--- src/rtl/supv_pkg.sv ---
package supv_pkg;
  // Widths of the two sensor codes
  localparam int SUP_W_DEF  = 10;
  localparam int TEMP_W_DEF = 9;

  // Comparator polarity: the state sets above the set level, or below it
  typedef enum logic {
    CMP_BELOW = 1'b0,
    CMP_ABOVE = 1'b1
  } cmp_dir_e;
endpackage

--- src/rtl/supv_rst_sync.sv ---
module supv_rst_sync (
  input  logic clk,
  input  logic rst_n,
  output logic rst_n_sync
);
  logic [1:0] sync_q;

  always_ff @(posedge clk or negedge rst_n) begin
    if (!rst_n) sync_q <= 2'b00;
    else        sync_q <= {sync_q[0], 1'b1};
  end

  assign rst_n_sync = sync_q[1];
endmodule

--- src/rtl/supv_hyst_cmp.sv ---
module supv_hyst_cmp
  import supv_pkg::*;
#(
  parameter int       W       = 10,
  parameter int       SET_LVL = 0,
  parameter int       CLR_LVL = 0,
  parameter cmp_dir_e DIR     = CMP_ABOVE,
  parameter logic     RST_VAL = 1'b0
) (
  input  logic                clk,
  input  logic                rst_n,
  input  logic signed [W-1:0] value_i,
  output logic                state_o
);
  logic set_hit;
  logic clr_hit;
  logic state_d;
  logic state_q;

  generate
    if (DIR == CMP_ABOVE) begin : g_above
      always_comb begin
        set_hit = (value_i >= SET_LVL);
        clr_hit = (value_i <  CLR_LVL);
      end
    end else begin : g_below
      always_comb begin
        set_hit = (value_i <  SET_LVL);
        clr_hit = (value_i >  CLR_LVL);
      end
    end
  endgenerate

  always_comb begin
    if (state_q) state_d = !clr_hit;
    else         state_d = set_hit;
  end

  always_ff @(posedge clk or negedge rst_n) begin
    if (!rst_n) state_q <= RST_VAL;
    else        state_q <= state_d;
  end

  assign state_o = state_q;
endmodule

--- src/rtl/supv_ready_timer.sv ---
module supv_ready_timer #(
  parameter int POD_TICKS = 1000
) (
  input  logic clk,
  input  logic rst_n,
  input  logic tick_i,
  input  logic hold_i,
  output logic ready_o
);
  localparam int CW = (POD_TICKS < 2) ? 1 : $clog2(POD_TICKS);
  localparam logic [CW-1:0] LAST = CW'(POD_TICKS - 1);

  logic [CW-1:0] cnt_q;
  logic [CW-1:0] cnt_d;
  logic          rdy_q;
  logic          rdy_d;
  logic          cnt_en;

  // The counter advances only on a tick while the supply is valid and not yet ready
  assign cnt_en = tick_i && !hold_i && !rdy_q;

  always_comb begin
    cnt_d = cnt_q;
    rdy_d = rdy_q;
    if (hold_i) begin
      cnt_d = '0;
      rdy_d = 1'b0;
    end else if (cnt_en) begin
      if (cnt_q == LAST) rdy_d = 1'b1;
      else               cnt_d = cnt_q + 1'b1;
    end
  end

  always_ff @(posedge clk or negedge rst_n) begin
    if (!rst_n) begin
      cnt_q <= '0;
      rdy_q <= 1'b0;
    end else begin
      cnt_q <= cnt_d;
      rdy_q <= rdy_d;
    end
  end

  assign ready_o = rdy_q;
endmodule

--- src/rtl/supply_thermal_supervisor.sv ---
module supply_thermal_supervisor
  import supv_pkg::*;
#(
  parameter int SUP_W       = SUP_W_DEF,
  parameter int TEMP_W      = TEMP_W_DEF,
  parameter int UV_ON_CODE  = 83,
  parameter int UV_OFF_CODE = 87,
  parameter int FOLD_ON     = 162,
  parameter int TRIP_ON     = 175,
  parameter int HYST        = 12,
  parameter int POD_TICKS   = 1000
) (
  input  logic                     clk,
  input  logic                     rst_n,
  input  logic                     tick_i,
  input  logic [SUP_W-1:0]         supply_code_i,
  input  logic signed [TEMP_W-1:0] temp_code_i,
  output logic                     uv_lockout_o,
  output logic                     foldback_o,
  output logic                     overtemp_trip_o,
  output logic                     power_ready_o
);
  localparam int SUP_XW   = SUP_W + 1;
  localparam int FOLD_OFF = FOLD_ON - HYST;
  localparam int TRIP_OFF = TRIP_ON - HYST;

  logic                     rst_n_sync;
  logic signed [SUP_XW-1:0] sup_ext;

  assign sup_ext = $signed({1'b0, supply_code_i});

  supv_rst_sync u_rst (
    .clk        (clk),
    .rst_n      (rst_n),
    .rst_n_sync (rst_n_sync)
  );

  supv_hyst_cmp #(
    .W(SUP_XW), .SET_LVL(UV_ON_CODE), .CLR_LVL(UV_OFF_CODE),
    .DIR(CMP_BELOW), .RST_VAL(1'b1)
  ) u_uv (
    .clk(clk), .rst_n(rst_n_sync), .value_i(sup_ext), .state_o(uv_lockout_o)
  );

  supv_hyst_cmp #(
    .W(TEMP_W), .SET_LVL(FOLD_ON), .CLR_LVL(FOLD_OFF),
    .DIR(CMP_ABOVE), .RST_VAL(1'b0)
  ) u_fold (
    .clk(clk), .rst_n(rst_n_sync), .value_i(temp_code_i), .state_o(foldback_o)
  );

  supv_hyst_cmp #(
    .W(TEMP_W), .SET_LVL(TRIP_ON), .CLR_LVL(TRIP_OFF),
    .DIR(CMP_ABOVE), .RST_VAL(1'b0)
  ) u_trip (
    .clk(clk), .rst_n(rst_n_sync), .value_i(temp_code_i), .state_o(overtemp_trip_o)
  );

  supv_ready_timer #(.POD_TICKS(POD_TICKS)) u_pod (
    .clk     (clk),
    .rst_n   (rst_n_sync),
    .tick_i  (tick_i),
    .hold_i  (uv_lockout_o),
    .ready_o (power_ready_o)
  );
endmodule

--- config.mk ---
export PLATFORM = sky130hd
export DESIGN_NAME = supply_thermal_supervisor
export DESIGN_NICKNAME = d
export VERILOG_FILES = /design/src/rtl/supv_pkg.sv /design/src/rtl/supv_rst_sync.sv /design/src/rtl/supv_hyst_cmp.sv /design/src/rtl/supv_ready_timer.sv /design/src/rtl/supply_thermal_supervisor.sv
export SDC_FILE = /design/constraint.sdc
export NUM_CORES = 1
export LEC_CHECK = 0
export ABC_CLOCK_PERIOD_IN_PS = 1850
export BUFFER_PORTS_ARGS = -buffer_cell sky130_fd_sc_hd__buf_2
export CELL_PAD_IN_SITES_DETAIL_PLACEMENT = 0
export CELL_PAD_IN_SITES_GLOBAL_PLACEMENT = 1
export CORE_MARGIN = 2
export CORE_UTILIZATION = 40
export CTS_CLUSTER_DIAMETER = 150
export DETAILED_ROUTE_END_ITERATION = 6
export PLACE_DENSITY = 0.82
export RECOVER_POWER = 25
export SKIP_CTS_REPAIR_TIMING = 1
export SLEW_MARGIN = 25
export SYNTH_ARGS = -nofsm -noshare
export SYNTH_HDL_FRONTEND = slang
export SYNTH_SLANG_ARGS = --single-unit
--- constraint.sdc ---
create_clock -name clk -period 1.85 [get_ports clk]
set_input_delay 0.2775 -clock clk [delete_from_list [all_inputs] [get_ports clk]]
set_output_delay 0.2775 -clock clk [all_outputs]
set_load 0.01 [all_outputs]
==> metrics <==
crit path buf inv count 0; worst path required time 2060 ps; die outline height roughly 51 um; dpl cell area 0.001036 sq mm; status finished, final reports clean; dpl ws 283.5 ps; cell family with most CP delay simple AND/OR/NAND/NOR gates; post-synthesis register bit count 16; CP arrival 1820 ps; commonest cells in the netlist dfrtp_1 (15), a21oi_1 (9), nand3_1 (5), nand4_1 (5); nets@finish 141; gr usage total 0.1627; diode count 0; Reg2Reg Capture Point u_pod.cnt_q[8]; final hold slack 139.7 ps; WL per Instance 12.81 um; syn_nets 111; via/cell ratio 5.722; ranking of synthesized cells by area dfrtp_1 (43%), a21oi_1 (5.1%), nand4_1 (3.6%), or4_1 (3.4%), dfstp_2 (3.0%); 1st-iter DRT viols 13; largest net degree at the start of global routing 15; Least-Margin Pin Slew 548.4 ps; Worst Hold End u_uv.state_o; top cell type's share of synthesized area 0.4280; critical path type reg -> reg; critical path's slowest cell or4_1; Clock Sinks 16; clock slew at reported path FFs roughly 100 ps; max cap viols 0; Mean Syn Cell Area 9.967 sq um; met1 wire length 880 um; final setup margin around 240 ps; Mapped Cells 88; RSZ-0062 raised after global routing false; pwr/cell area 917.9 mW/mm^2; ys async rst share 1.000; Hold Path Class in -> reg; count leader, synth dfrtp_1; max_slew headroom 0.6344; r2r setup slk approximately 240 ps; Clock H-tree levels 1; num ports 26; via count 824; final period utilization 0.8724; Initial Utilization 0.4338; hold path start supply_code_i[4]; grt total ovfl 0; vias in the first global route just over 700; DRC viols 0; IO Port Bufs 25; Final Instance Area 0.001081 sq mm; clk_lat worst skew 290 ps; final hold vios 0; first-pass GRT wire length between 3000 and 4000 um; sequential element share of the synthesized area 0.4579; largest area contributor in the netlist dfrtp_1; cells along the critical path ha_1 > nand4b_1 > or4_1 > a21oi_1; Die X 50.83 um; # setup viols final 0; routed wire length 1844 um; Area Growth Syn to Fin 23.25%; CTS tree done; Post-DP HPWL 1423 um; f_max 619.6 MHz; core area 0.002022 sq mm; EDFF count, synth 0; layout cells sized above 1 0.2906; drt first pass iters 4; CP Capture Type register; hold path cells 2; Most used DFF post-synth dfrtp_1; Final Max Slew Viols 0; WL met2 850 um; clock buffer depth 2; Syn Std Cell Area approximately 880 sq um; slowest stage delay, CP about 520 ps; VDD IR-drop max 0.5433 mV; initial antenna violation count 0; Cell Rows 16; GP Congestion 0.7927; CTS Buf Count 3; Clock Skews 9.395 ps; Tmin final 1614 ps; met3 WL post-DR 74 um; post-layout util 0.5347; CP max FO 7; reg2reg path depth 4; YS warnings 0; die footprint ~0.0026 sq mm; Worst R2R Start u_pod.cnt_q[0]; setup TNS 0 ps; CTS root buf clkbuf_4; top sig layer met4; Yosys cell types 36; Setup crit start kind register; Routed Antenna Nets 0; Leakage 0.4952 nW
worst reg2reg max path, cell delays in order, from the launching register on:
cell and delay (ps):
dfrtp_1 420, ha_1 210, nand4b_1 240, or4_1 520, a21oi_1 150
cells by family after synthesis:
kind of cell,after synthesis,synth area share
fa+ha+maj,1,0.01426
other cells,1,0.004275
buf+inv,6,0.02568
simple gates,33,0.2582
flops,16,0.4579
compound gates,31,0.2397
report_power, final:
part	switching [mW]	internal, mW
Sequential	0.0796	0.410
Clock	0.111	0.120
Combinational	0.135	0.138
routing by layer:
metal / global-route usage / vias up
met4: 0.08108 / 0
li1: - / 413
met1: 0.2019 / 385
met5: 0 / -
met3: 0.02632 / 4
met2: 0.2741 / 22
layout make-up:
class                   count  area [sq um]
flip-flops and latches     16         401.6
inverters                   4         15.01
fillers                   189         940.9
clock buffers               4         36.28
repair buffers             27         141.4
multi-input cells          66         452.9
well taps                  27         33.78
flip-flops by register name, summed over array words and instances, names as in the netlist:
register and cells:
u_pod.ready_o 1, u_trip.state_o 1, u_rst.sync_q 2, u_uv.state_o 1, u_fold.state_o 1, u_pod.cnt_q 10
stage by stage:
stage               power, mW  instances
finish                 0.9923        144
global route            1.065        144
CTS                    0.9994        143
detailed placement     0.7642        139
global placement       0.7542        139
floorplan              0.6749         88
worst max-delay path by stage:
stage / startpoint / end / slack (ps) / depth (start not counted)
2_1_floorplan: u_pod.cnt_q[0] / u_pod.cnt_q[8] / 420 / 4
3_3_place_gp: u_pod.cnt_q[0] / u_pod.cnt_q[8] / 340 / 4
3_5_place_dp: u_pod.cnt_q[0] / u_pod.cnt_q[8] / 280 / 4
4_1_cts: u_pod.cnt_q[0] / u_pod.cnt_q[8] / 240 / 4
5_1_grt: u_pod.cnt_q[0] / u_pod.cnt_q[8] / 100 / 4
6_report: u_pod.cnt_q[0] / u_pod.cnt_q[8] / 240 / 4
placed cells by master (no fill, tap or decap), types with 2 or more instances in the layout:
cell      instances
o21ai_0           4
a22oi_1           2
a21oi_1           9
clkbuf_4          3
a211oi_1          2
nor2_1            2
o31ai_1           3
nor2b_1           2
nand3_1           5
nand2b_1          2
inv_1             4
a21bo_2           2
dfrtp_1          15
or3_1             3
buf_2            24
or4_1             4
a31oi_1           3
nand4_1           5
(Power assumes the default switching activity.)
